`src/rtl/seq_mul_pkg.sv`:
```
package seq_mul_pkg;

    localparam int OP_W_DEF = 8;

    // Sign-extend an operand into the full product width.
    function automatic logic [2*OP_W_DEF-1:0] widen(input logic [OP_W_DEF-1:0] v);
        return {{OP_W_DEF{v[OP_W_DEF-1]}}, v};
    endfunction

    typedef struct packed {
        logic [2*OP_W_DEF-1:0] mcand;
        logic [2*OP_W_DEF-1:0] mplier;
    } opnd_t;

endpackage

```
`src/rtl/seq_mul_operands.sv`:
```
module seq_mul_operands
    import seq_mul_pkg::*;
(
    input  logic              clk,
    input  logic              rst,
    input  logic              step_en,
    input  logic [OP_W_DEF-1:0] a,
    input  logic [OP_W_DEF-1:0] b,
    output opnd_t             opnd
);

    always_ff @(posedge clk) begin
        if (rst) begin
            opnd.mplier <= widen(a);
            opnd.mcand  <= widen(b);
        end else if (step_en) begin
            // one place per step, independent of the add decision
            opnd.mcand  <= opnd.mcand << 1;
        end
    end

endmodule

```
`src/rtl/seq_mul_ctrl.sv`:
```
module seq_mul_ctrl #(
    parameter int STEPS = 16
) (
    input  logic             clk,
    input  logic             rst,
    input  logic [STEPS-1:0] mplier,
    output logic             step_en,
    output logic             add_bit,
    output logic             rdy
);

    localparam int CNT_W = $clog2(STEPS + 1);

    logic [CNT_W-1:0] step_q;

    assign step_en = (step_q < CNT_W'(STEPS));

    // select the multiplier bit for the current step
    always_comb begin
        add_bit = 1'b0;
        for (int i = 0; i < STEPS; i++) begin
            if (step_q == CNT_W'(i)) add_bit = mplier[i];
        end
    end

    always_ff @(posedge clk) begin
        if (rst) begin
            step_q <= '0;
            rdy    <= 1'b0;
        end else if (step_en) begin
            step_q <= step_q + 1'b1;
        end else begin
            rdy    <= 1'b1;
        end
    end

endmodule

```
`src/rtl/seq_mul_accum.sv`:
```
module seq_mul_accum #(
    parameter int PW = 16
) (
    input  logic          clk,
    input  logic          rst,
    input  logic          step_en,
    input  logic          add_bit,
    input  logic [PW-1:0] mcand,
    output logic [PW-1:0] acc
);

    always_ff @(posedge clk) begin
        if (rst) begin
            acc <= '0;
        end else if (step_en && add_bit) begin
            // uses the multiplicand from before this edge's shift; carry out dropped
            acc <= acc + mcand;
        end
    end

endmodule

```
`src/rtl/seq_signed_mul.sv`:
```
module seq_signed_mul
    import seq_mul_pkg::*;
(
    input  logic                  clk,
    input  logic                  rst,
    input  logic [OP_W_DEF-1:0]   a,
    input  logic [OP_W_DEF-1:0]   b,
    output logic [2*OP_W_DEF-1:0] p,
    output logic                  rdy
);

    localparam int PW = 2 * OP_W_DEF;

    opnd_t opnd;
    logic  step_en;
    logic  add_bit;

    seq_mul_operands u_opnd (
        .clk     (clk),
        .rst     (rst),
        .step_en (step_en),
        .a       (a),
        .b       (b),
        .opnd    (opnd)
    );

    seq_mul_ctrl #(.STEPS(PW)) u_ctrl (
        .clk     (clk),
        .rst     (rst),
        .mplier  (opnd.mplier),
        .step_en (step_en),
        .add_bit (add_bit),
        .rdy     (rdy)
    );

    seq_mul_accum #(.PW(PW)) u_acc (
        .clk     (clk),
        .rst     (rst),
        .step_en (step_en),
        .add_bit (add_bit),
        .mcand   (opnd.mcand),
        .acc     (p)
    );

endmodule

```
`config.mk`:
```
export PLATFORM = sky130hd
export DESIGN_NAME = seq_signed_mul
export DESIGN_NICKNAME = d
export VERILOG_FILES = /design/src/rtl/seq_mul_pkg.sv /design/src/rtl/seq_mul_operands.sv /design/src/rtl/seq_mul_ctrl.sv /design/src/rtl/seq_mul_accum.sv /design/src/rtl/seq_signed_mul.sv
export SDC_FILE = /design/constraint.sdc
export NUM_CORES = 1
export LEC_CHECK = 0
export ABC_AREA = 1
export BUFFER_PORTS_ARGS = -buffer_cell sky130_fd_sc_hd__clkbuf_2
export CAP_MARGIN = 10
export CORE_MARGIN = 3
export CORE_UTILIZATION = 59
export CTS_CLUSTER_SIZE = 8
export DETAILED_ROUTE_END_ITERATION = 8
export PLACE_DENSITY_LB_ADDON = 0.05
export SYNTH_ARGS = -nofsm -noshare
export SYNTH_HDL_FRONTEND = slang
export SYNTH_HIERARCHICAL = 1
export SYNTH_SLANG_ARGS = --single-unit
```
`constraint.sdc`:
```
create_clock -name clk -period 3.3 [get_ports clk]
set_clock_uncertainty 0.2 [all_clocks]
set_input_delay 0.66 -clock clk [delete_from_list [all_inputs] [get_ports clk]]
set_output_delay 0.66 -clock clk [all_outputs]
set_load 0.01 [all_outputs]
```
## After elaboration in Yosys (flattened, before gate mapping)

Cells that the tools add are included.

| operators by class | value |
|---|---|
| reductions and logical operators | 3 |
| magnitude comparators | 1 |
| equality and inequality tests | 15 |
| mux-type cells | 18 |
| add/sub/neg operators | 2 |

Operators with widths:

| cell | number |
|---|---|
| 5-bit by 4-bit == test with 1-bit output (second input constant) | 8 |
| 16-bit 2-to-1 mux | 2 |
| 5-bit by 3-bit == test with 1-bit output (second input constant) | 4 |
| 16-bit adder | 1 |
| 1-bit 2-to-1 mux | 16 |
| 5-bit by 2-bit == test with 1-bit output (second input constant) | 2 |
| 5-bit by 1-bit adder with 5-bit output (second input constant) | 1 |
| 5-bit by 1-bit == test with 1-bit output (second input constant) | 1 |
| 5-bit zero test | 1 |
| 5-bit less-than comparator (second input constant) | 1 |
| 2-bit nonzero test | 1 |
| 1-bit logical AND | 1 |

| storage, ports and cells | value |
|---|---|
| input bits | 18 |
| flip-flop bits (word level) | 46 |
| logic and storage cells | 44 |
| output and inout bits | 17 |

## Longest topological paths before layout

Gate-level depths: netlist of the first run.

| logic depth | value |
|---|---|
| word-level depth | 18 |
| depth in mapped cells | 24 |
| depth with buffers taken out | 23 |

## By module

The synthesis of the first run kept the hierarchy.

By module, submodules not included:

| module | seq. area each (um^2) | instances | cells each | area an instance (um^2) |
|---|---|---|---|---|
| seq_mul_accum | 320.3 | 1 | 262 | 1527.7 |
| seq_mul_operands | 720.7 | 1 | 75 | 983.4 |
| seq_mul_ctrl | 120.1 | 1 | 92 | 540.5 |

## Worst setup path before layout of the first run

Ideal clock, no wire load.

| timing | value |
|---|---|
| path kind | reg-to-reg |
| start point | register u_ctrl.step_q[1] |
| end point | register u_acc.acc[7] |
| arrival | 1989 ps |
| required time | 2984 ps |
| path buffers | 1 |
| period minus slack after synthesis | 2305 ps |
| setup slack | 995 ps |
| setup time | 116 ps |
| cell stages (with the launch flop) | 24 |
| cell sequence | dfxtp_1 -> inv_1 -> ha_1 -> inv_1 -> nand3_1 -> nand3_1 -> nand2_1 -> nand2_1 -> nand3_1 -> nand2_1 -> nand2_1 -> nand2_1 -> nand2_1 -> nand2_1 -> nand2_1 -> nand2_1 -> nand2_1 -> nand2_1 -> nand2_1 -> inv_2 -> buf_2 -> nand3_1 -> o211ai_1 -> inv_1 |

| between the ends | value |
|---|---|
| cells in the longest elaborated chain, start to end | 18 |
| elaborated cells on any way between the ends | 34 |
| those cells by class | order compare (1); eq/ne (15); mux (16); reduce/logical (2) |

Ends and longest elaborated chain:

| element | line | source |
|---|---|---|
| from (decl) | seq_mul_ctrl.sv:14 | `logic [CNT_W-1:0] step_q;` |
| from (signal assigned) | seq_mul_ctrl.sv:31 | `step_q <= step_q + 1'b1;` |
| 5-bit zero test | seq_mul_ctrl.sv:22 | `if (step_q == CNT_W'(i)) add_bit = mplier[i];` |
| 1-bit 2-to-1 mux (15 in series) | seq_mul_ctrl.sv:22 |  |
| 1-bit 2-to-1 mux (*) | seq_mul_ctrl.sv:22 |  |
| net add_bit | seq_signed_mul.sv:16 | `logic add_bit;` |
| 1-bit logical AND (*) | seq_mul_accum.sv:15 | `end else if (step_en && add_bit) begin` |
| to (signal assigned) | seq_mul_accum.sv:17 | `acc <= acc + mcand;` |
| to (decl) | seq_mul_accum.sv:9 | `output logic [PW-1:0] acc` |

Mark *: on every way through the listed nets, which the timed path passes. The rest lies on a longest branch.
A chain may end at the register's enable or synchronous reset.

## Final worst setup path of the first run

| timing | value |
|---|---|
| start point | register u_ctrl.step_q[1] |
| end point | register u_acc.acc[6] |

The elaborated chain is that of the path after synthesis.

==> impl_metrics.prom, run 1 <==
# TYPE chip_impl_metric gauge
chip_impl_metric{name="synth-xor-area-share",unit="%"} 1.44
chip_impl_info{name="synth_top_family_by_area",value="simple AND/OR/NAND/NOR gates"} 1
chip_impl_metric{name="number_of_buffers_added_by_the_clock_tree_synthesis_step",unit=""} 5
chip_impl_metric{name="dieArea",unit="um^2"} 6070
chip_impl_info{name="rsz_0062_raised_after_global_routing",value="false"} 1
chip_impl_metric{name="placedCellCount",unit=""} 519
chip_impl_metric{name="die_x",unit="um"} 77.9
chip_impl_metric{name="max-cap-violations",unit=""} 0
chip_impl_metric{name="place_area",unit="um^2"} 3210
chip_impl_metric{name="seq_area",unit="um^2"} 1160
chip_impl_info{name="cpMaxStageDelayCell",value="inv_2"} 1
chip_impl_metric{name="netlist_area",unit="um^2"} 3050
chip_impl_metric{name="drtPass1Iterations",unit=""} 5
chip_impl_metric{name="power.share.clock",unit="%"} 16.6
chip_impl_metric{name="worstPathArrival",unit="ns"} 2.69
chip_impl_metric{name="pins_over_slew_limit",unit=""} 0
chip_impl_metric{name="cts_setup_buffers",unit=""} 0
chip_impl_metric{name="floorplan.io_pins",unit=""} 35
chip_impl_info{name="end_kind",value="register"} 1
chip_impl_metric{name="post_synthesis_cells",unit=""} 429
chip_impl_metric{name="internal_power",unit="mW"} 1.22
chip_impl_metric{name="routabilityCongestion",unit=""} 0.908
chip_impl_metric{name="final_net_count",unit=""} 498
chip_impl_metric{name="synth-seq-cells",unit=""} 46
chip_impl_metric{name="wl",unit="um"} 6270
chip_impl_metric{name="crit_path_max_fanout",unit=""} 28
chip_impl_metric{name="final.setup.worst_slack",unit="ns"} 0.608
chip_impl_metric{name="core_outline_area",unit="um^2"} 4850
chip_impl_metric{name="num-fill-cells",unit=""} 437
chip_impl_metric{name="initial_core_utilization",unit="%"} 62.9
chip_impl_info{name="status",value="completed"} 1
chip_impl_metric{name="grt_max_degree",unit=""} 35
chip_impl_metric{name="critical_path_required",unit="ns"} 3.30
chip_impl_metric{name="share_of_the_synthesized_area_in_compound_gates_ao_oa_aoi_oai",unit="%"} 4.67
chip_impl_metric{name="count_of_unresolved_drc_violations_after_routing",unit=""} 0
chip_impl_metric{name="yosys_warnings",unit=""} 6
chip_impl_metric{name="antenna_found_initial",unit=""} 0
chip_impl_metric{name="wl_per_cell",unit="um"} 11.9
chip_impl_info{name="clock_tree_from_tritoncts",value="built"} 1
chip_impl_info{name="buffer_cell_driving_the_clock_tree_root",value="clkbuf_8"} 1
chip_impl_metric{name="grt_pass1_wl",unit="um"} 10700
chip_impl_metric{name="setup_viol_count_final",unit=""} 0
chip_impl_info{name="yosys.area.top_type",value="edfxtp_1"} 1
chip_impl_info{name="type_of_element_launching_the_critical_path",value="register"} 1
chip_impl_metric{name="vdd_ir_drop_max",unit="V"} 0.000425
chip_impl_metric{name="num_antenna_cells",unit=""} 0
chip_impl_info{name="path_cells",value="inv_1 -> ha_1 -> inv_1 -> nand3_1 -> nand3_1 -> nand2_1 -> nand2_1 -> nand3_1 -> nand2_1 -> nand2_1 -> nand2_1 -> nand2_1 -> nand2_1 -> nand2_1 -> nand2_1 -> nand2_1 -> nand2_1 -> nand2_1 -> inv_2 -> nand3_1 -> o211ai_1 -> inv_1"} 1
chip_impl_metric{name="clock.fmax",unit="MHz"} 372
chip_impl_metric{name="io_buffers",unit=""} 34
chip_impl_metric{name="grt-ovfl-total",unit=""} 0
chip_impl_metric{name="seq_power_share",unit="%"} 38.5
chip_impl_metric{name="cts_hold_buffers",unit=""} 0
chip_impl_metric{name="switching_share",unit="%"} 42.0
chip_impl_metric{name="final_period_minus_worst_setup_slack",unit="ns"} 2.69
chip_impl_metric{name="p_leak",unit="nW"} 1.83
chip_impl_metric{name="fin_tns_setup",unit="ns"} 0
chip_impl_metric{name="placement.setup.worst_slack",unit="ns"} 0.659
chip_impl_metric{name="rows",unit=""} 25
chip_impl_metric{name="fp.dieH",unit="um"} 77.9
chip_impl_metric{name="cts-htree-levels",unit=""} 2
chip_impl_metric{name="cts_buffer_depth",unit=""} 2
chip_impl_info{name="crit_path_frequent_cell",value="nand2_1"} 1
chip_impl_metric{name="dpl.hpwl",unit="um"} 4820
chip_impl_metric{name="netlist.area_leader.share",unit="%"} 23.6
chip_impl_info{name="timing.setup.critical_path_class",value="register to register"} 1
chip_impl_metric{name="iteration_0_drc_markers",unit=""} 176
chip_impl_metric{name="hold_ws",unit="ns"} 0.280
chip_impl_metric{name="grt_usage",unit="%"} 22.2
chip_impl_metric{name="tightest_slew",unit="ns"} 0.660
chip_impl_metric{name="synthesis.area_per_instance",unit="um^2"} 7.11
chip_impl_metric{name="post_route_cell_area",unit="um^2"} 3290
chip_impl_metric{name="clkTransAtPathRegs",unit="ns"} 0.09
chip_impl_metric{name="mean_number_of_vias_per_cell",unit=""} 4.96
chip_impl_metric{name="first_global_vias",unit=""} 2336
chip_impl_metric{name="multiInputGateArea",unit="um^2"} 1490
chip_impl_metric{name="post_synth_and_or_nand_nor_area_fraction",unit="%"} 33.8
chip_impl_metric{name="seq_area_frac_synth",unit="%"} 38.0
chip_impl_metric{name="synth_nets",unit=""} 468
chip_impl_metric{name="finalCritPeriodShare",unit="%"} 81.6
chip_impl_metric{name="comb_power_share",unit="%"} 44.9
chip_impl_metric{name="slew_headroom",unit="%"} 56.0
chip_impl_metric{name="cpPeakStageDelay",unit="ns"} 0.39
chip_impl_metric{name="power_density",unit="nW/um^2"} 640
chip_impl_metric{name="final_cell_count_no_fill",unit=""} 527
chip_impl_metric{name="cts_resized",unit=""} 0
chip_impl_metric{name="final-hold-violation-count",unit=""} 0
chip_impl_metric{name="num_vias",unit=""} 2616
chip_impl_info{name="ys_top_cells_by_area",value="edfxtp_1 (24%), nand2_1 (17%), dfxtp_1 (14%)"} 1
chip_impl_metric{name="yosysUniqueCellTypes",unit=""} 37
chip_impl_metric{name="synth_mux_area_share",unit="%"} 0
chip_impl_metric{name="area_delta_synth_final",unit="%"} 7.91
chip_impl_metric{name="clock_sink_count",unit=""} 46
chip_impl_info{name="hp-class",value="register to register"} 1
chip_impl_metric{name="ant_nets",unit=""} 0
chip_impl_metric{name="post_route_cells_drive_above_1_share",unit="%"} 14.6
chip_impl_metric{name="switching_power",unit="uW"} 885
chip_impl_metric{name="clk_latency",unit="ns"} 0.30
chip_impl_metric{name="synthAdderAreaFrac",unit="%"} 8.86
[cell usage after synthesis, drive strengths merged]
cell type and instances:
nand2 151, inv 75, nor2 47, nand3 31
edfxtp 24, dfxtp 22, ha 20, buf 12
a21oi 11, nor3 6, o21ai 5, or2 5
xnor2 4, o211ai 3, nand3b 2, a211oi 1
a31o 1, a31oi 1, and2 1, dlymetal6s2s 1
fa 1, nand4 1, nor3b 1, o21bai 1
o22ai 1, xor2 1
[routing by layer]
layer	wire length [um]	global-route usage (%)	vias up
met5	0	0	-
met1	3400	35.2	1156
met3	309	3.60	7
met2	2480	30.7	69
li1	-	-	1384
met4	75	6.29	0
[per-stage QoR]
step	total power [mW]	utilization (%)
floorplan	1.53	-
global placement	1.74	66.1
detailed placement	1.75	66.1
CTS	2.11	67.9
global route	2.30	67.9
finish	2.11	67.9
[path summary, 6_finish.rpt]
| kind | slack (ns) | depth (start not counted) | to | from |
|---|---|---|---|---|
| worst min register to register | 0.28 | 2 | u_ctrl/rdy | u_ctrl/rdy |
| worst min-delay path | 0.28 | 2 | u_ctrl/rdy | u_ctrl/rdy |
| worst max register to register | 0.61 | 22 | u_acc/acc[6] | u_ctrl/step_q[1] |
| worst max-delay path | 0.61 | 22 | u_acc/acc[6] | u_ctrl/step_q[1] |
[sequential cells by signal, indices dropped and copies added (netlist names)]
name	flops
u_opnd/opnd	24
u_acc/acc	16
u_ctrl/step_q	5
u_ctrl/rdy	1
[power groups by stage]
stage | clock network [mW] | registers (mW) | logic, mW
after floorplan | 0 | 0.829 | 0.703
after detailed placement | 0 | 0.824 | 0.930
after CTS | 0.362 | 0.812 | 0.937
final | 0.351 | 0.811 | 0.946
after global placement | 0 | 0.821 | 0.914
after global routing | 0.384 | 0.826 | 1.09
[cells by family after synthesis]
group           Yosys count
xor+xnor                  5
simple gates            245
compound gates           24
flops                    46
fa+ha+maj                21
buf+inv                  88
[worst max-delay path: cells and delay by family, from the launching register on]
| family | cells | cell delay, ns |
|---|---|---|
| buf+inv | 4 | 0.64 |
| simple gates | 16 | 1.01 |
| fa+ha+maj | 1 | 0.23 |
| compound gates | 1 | 0.11 |
| flops | 1 | 0.38 |
[layout by cell type (no fill, tap or decap), drive strengths merged, types with 2 or more instances in the layout]
cell type / Yosys / final
nor2: 47 / 47
o21ai: 5 / 5
inv: 75 / 76
xnor2: 4 / 4
a21oi: 11 / 11
nand3b: 2 / 2
clkinv: 0 / 2
clkbuf: 0 / 39
o211ai: 3 / 3
nor3: 6 / 6
edfxtp: 24 / 24
ha: 20 / 20
buf: 12 / 2
nand3: 31 / 31
nand2: 151 / 151
or2: 5 / 5
dfxtp: 22 / 22
[final cells by class]
class,count,share of cell area [%]
Sequential cell,46,35.3
Clock buffer,5,2.09
Tap cell,67,2.55
Multi-Input combinational cell,295,45.2
Inverter,75,8.70
Timing Repair Buffer,36,5.62
Clock inverter,3,0.570
Note: power is estimated with default switching activity, not from simulation.
==> run 2, diff against run 1 <==
==> constraint.sdc (replaced) <==
create_clock -name clk -period 2.57 [get_ports clk]
set_clock_uncertainty 0.2 [all_clocks]
set_input_delay 0.514 -clock clk [delete_from_list [all_inputs] [get_ports clk]]
set_output_delay 0.514 -clock clk [all_outputs]
set_load 0.01 [all_outputs]
==> impl_metrics.prom, run 2 (same netlist as run 1, synthesis figures left out) <==
# TYPE chip_impl_metric gauge
chip_impl_metric{name="finalPower",unit="mW"} 2.87
chip_impl_metric{name="rows",unit=""} 25
chip_impl_metric{name="crit_path_max_fanout",unit=""} 14
chip_impl_metric{name="num_vias",unit=""} 2582
chip_impl_metric{name="final-hold-violation-count",unit=""} 0
chip_impl_info{name="hp-class",value="input port to register"} 1
chip_impl_metric{name="grt-ovfl-total",unit=""} 0
chip_impl_info{name="clock_tree_from_tritoncts",value="built"} 1
chip_impl_metric{name="hold_path_depth",unit=""} 1
chip_impl_metric{name="num-fill-cells",unit=""} 433
chip_impl_metric{name="fin_tns_setup",unit="ns"} 0
chip_impl_metric{name="vdd_ir_drop_max",unit="V"} 0.000476
chip_impl_metric{name="clk_latency",unit="ns"} 0.30
chip_impl_metric{name="io_buffers",unit=""} 34
chip_impl_metric{name="clkTransAtPathRegs",unit="ns"} 0.09
chip_impl_metric{name="num_antenna_cells",unit=""} 0
chip_impl_metric{name="ant_nets",unit=""} 0
chip_impl_metric{name="count_of_unresolved_drc_violations_after_routing",unit=""} 0
chip_impl_metric{name="p_leak",unit="nW"} 1.86
chip_impl_metric{name="dpl.hpwl",unit="um"} 4950
chip_impl_metric{name="power_density",unit="nW/um^2"} 847
chip_impl_info{name="setup.worst_path.start",value="u_ctrl/step_q[0]"} 1
chip_impl_info{name="end_kind",value="register"} 1
chip_impl_metric{name="cts_setup_buffers",unit=""} 0
chip_impl_metric{name="tightest_slew",unit="ns"} 0.291
chip_impl_info{name="timing.setup.critical_path_class",value="register to register"} 1
chip_impl_metric{name="reg2reg_setup_slack",unit="ns"} 0.26
chip_impl_info{name="worstSetupEndpoint",value="u_acc/acc[3]"} 1
chip_impl_metric{name="worstPathArrival",unit="ns"} 2.31
chip_impl_metric{name="wl",unit="um"} 6400
chip_impl_metric{name="first_global_vias",unit=""} 2330
chip_impl_metric{name="grt_usage",unit="%"} 22.2
chip_impl_metric{name="core_outline_area",unit="um^2"} 4850
chip_impl_metric{name="die_x",unit="um"} 77.9
chip_impl_metric{name="power.share.clock",unit="%"} 19.4
chip_impl_metric{name="antenna_found_initial",unit=""} 0
chip_impl_metric{name="routabilityCongestion",unit=""} 0.929
chip_impl_info{name="layout_common_cells",value="nand2_1 (139), inv_1 (68), nor2_1 (46)"} 1
chip_impl_metric{name="floorplan.io_pins",unit=""} 35
chip_impl_info{name="timing.rr.end",value="u_acc/acc[3]"} 1
chip_impl_metric{name="comb_power_share",unit="%"} 44.3
chip_impl_metric{name="final_net_count",unit=""} 503
chip_impl_metric{name="grt_pass1_wl",unit="um"} 10700
chip_impl_metric{name="multiInputGateArea",unit="um^2"} 1500
chip_impl_info{name="type_of_element_launching_the_critical_path",value="register"} 1
chip_impl_metric{name="final_period_minus_worst_setup_slack",unit="ns"} 2.31
chip_impl_metric{name="post_route_cells_drive_above_1_share",unit="%"} 17.0
chip_impl_metric{name="largest_register_ffs",unit=""} 24
chip_impl_metric{name="cts-htree-levels",unit=""} 2
chip_impl_metric{name="switching_power",unit="mW"} 1.17
chip_impl_metric{name="iteration_0_drc_markers",unit=""} 133
chip_impl_metric{name="max-cap-violations",unit=""} 0
chip_impl_info{name="status",value="completed"} 1
chip_impl_metric{name="pins_over_slew_limit",unit=""} 0
chip_impl_metric{name="drtPass1Iterations",unit=""} 5
chip_impl_metric{name="cts_buffer_depth",unit=""} 2
chip_impl_metric{name="internal_power",unit="mW"} 1.70
chip_impl_metric{name="final_cell_count_no_fill",unit=""} 532
chip_impl_metric{name="initial_core_utilization",unit="%"} 62.9
chip_impl_metric{name="fp.dieH",unit="um"} 77.9
chip_impl_metric{name="critical_path_required",unit="ns"} 2.58
chip_impl_metric{name="seq_power_share",unit="%"} 36.3
chip_impl_metric{name="hold_ws",unit="ns"} 0.180
chip_impl_metric{name="switching_share",unit="%"} 40.9
chip_impl_metric{name="mean_number_of_vias_per_cell",unit=""} 4.85
chip_impl_metric{name="slew_headroom",unit="%"} 80.6
chip_impl_info{name="r2r-start",value="u_ctrl/step_q[0]"} 1
chip_impl_metric{name="grt_max_degree",unit=""} 29
chip_impl_info{name="layout_top_registers",value="u_opnd/opnd (24), u_acc/acc (16), u_ctrl/step_q (5)"} 1
chip_impl_metric{name="area_delta_synth_final",unit="%"} 11.0
chip_impl_metric{name="clock_sink_count",unit=""} 46
chip_impl_metric{name="setup_viol_count_final",unit=""} 0
chip_impl_metric{name="worst-r2r-cell-count",unit=""} 21
chip_impl_metric{name="finalCritPeriodShare",unit="%"} 89.8
chip_impl_info{name="layout_commonest_cell",value="nand2_1"} 1
chip_impl_metric{name="dieArea",unit="um^2"} 6070
chip_impl_metric{name="seq_area",unit="um^2"} 1170
chip_impl_metric{name="wl_per_cell",unit="um"} 12.0
chip_impl_info{name="buffer_cell_driving_the_clock_tree_root",value="clkbuf_8"} 1
chip_impl_metric{name="clock.fmax",unit="MHz"} 433
chip_impl_info{name="largest-register",value="u_opnd/opnd"} 1
chip_impl_metric{name="number_of_buffers_added_by_the_clock_tree_synthesis_step",unit=""} 5
chip_impl_metric{name="placedCellCount",unit=""} 523
==> run 2: cell types whose count changed in the layout (fill, tap and decap cells not counted), moves of 2 or more <==
| cell | previous run | this run |
|---|---|---|
| inv_8 | 0 | 2 |
| ha_1 | 20 | 17 |
| buf_4 | 2 | 6 |
| dfxtp_1 | 22 | 20 |
| o21ai_0 | 5 | 3 |
| o21ai_1 | 0 | 2 |
| ha_2 | 0 | 3 |
==> run 2: final cells by class <==
cell class | instances | area share [%]
Timing Repair Buffer | 40 | 6.35
Multi-Input combinational cell | 295 | 44.4
Tap cell | 67 | 2.48
Clock buffer | 5 | 2.03
Clock inverter | 3 | 1.29
Timing Repair inverter | 1 | 0.332
Inverter | 75 | 8.68
Sequential cell | 46 | 34.4
==> run 2: power by group through the flow <==
stage / registers (mW) / logic [mW] / clock network (mW)
global route: 1.06 / 1.45 / 0.600
detailed placement: 1.06 / 1.21 / 0
finish: 1.04 / 1.27 / 0.557
CTS: 1.04 / 1.22 / 0.564
global placement: 1.05 / 1.18 / 0
floorplan: 1.06 / 0.903 / 0
==> run 2: metrics by stage <==
stage	setup slack [ns]	utilization (%)	area [um^2]
after global placement	0.125	66.7	3240
after global routing	-0.00779	69.9	3390
final	0.263	69.9	3390
after detailed placement	-0.000893	66.7	3240
after CTS	0.112	69.1	3350
after floorplan	0.265	-	3050
==> run 2: critical path, stage by stage (launching register included) <==
cell and delay (ns):
dfxtp_2 0.37, ha_2 0.23, inv_1 0.08, or2_0 0.19, nand2_1 0.06, nand2_1 0.04
nand3_1 0.07, nand2_1 0.05, nand2_1 0.06, nand2_1 0.05, nand2_1 0.05, nand2_1 0.04
nand2_1 0.05, nand2_1 0.04, nand2_1 0.05, nand2_1 0.09, nand2_4 0.16, inv_8 0.08
nor2_1 0.09, nor2_1 0.04, o21ai_1 0.08, inv_1 0.05
==> run 2: repair_timing <==
item,4_1_cts,5_1_grt
setup endpoints to repair,1,16
hold buffers,0,0
gates cloned,0,1
resized for setup,1,17
==> run 2: layer usage <==
layer	global-route usage (%)	routed length, um	up-vias
met3	3.71	354	4
met1	33.6	3350	1130
met2	32.8	2640	53
met4	5.42	52	0
met5	0	0	-
li1	-	-	1395
==> run 2: worst min path at each step <==
stage	startpoint	to	slack, ns
floorplan	u_ctrl/rdy	u_ctrl/rdy	0.29
global placement	u_ctrl/rdy	u_ctrl/rdy	0.25
detailed placement	u_ctrl/rdy	u_ctrl/rdy	0.26
CTS	a[7]	u_opnd/opnd[7]	0.17
global route	a[1]	u_opnd/opnd[1]	0.17
finish	a[7]	u_opnd/opnd[7]	0.18
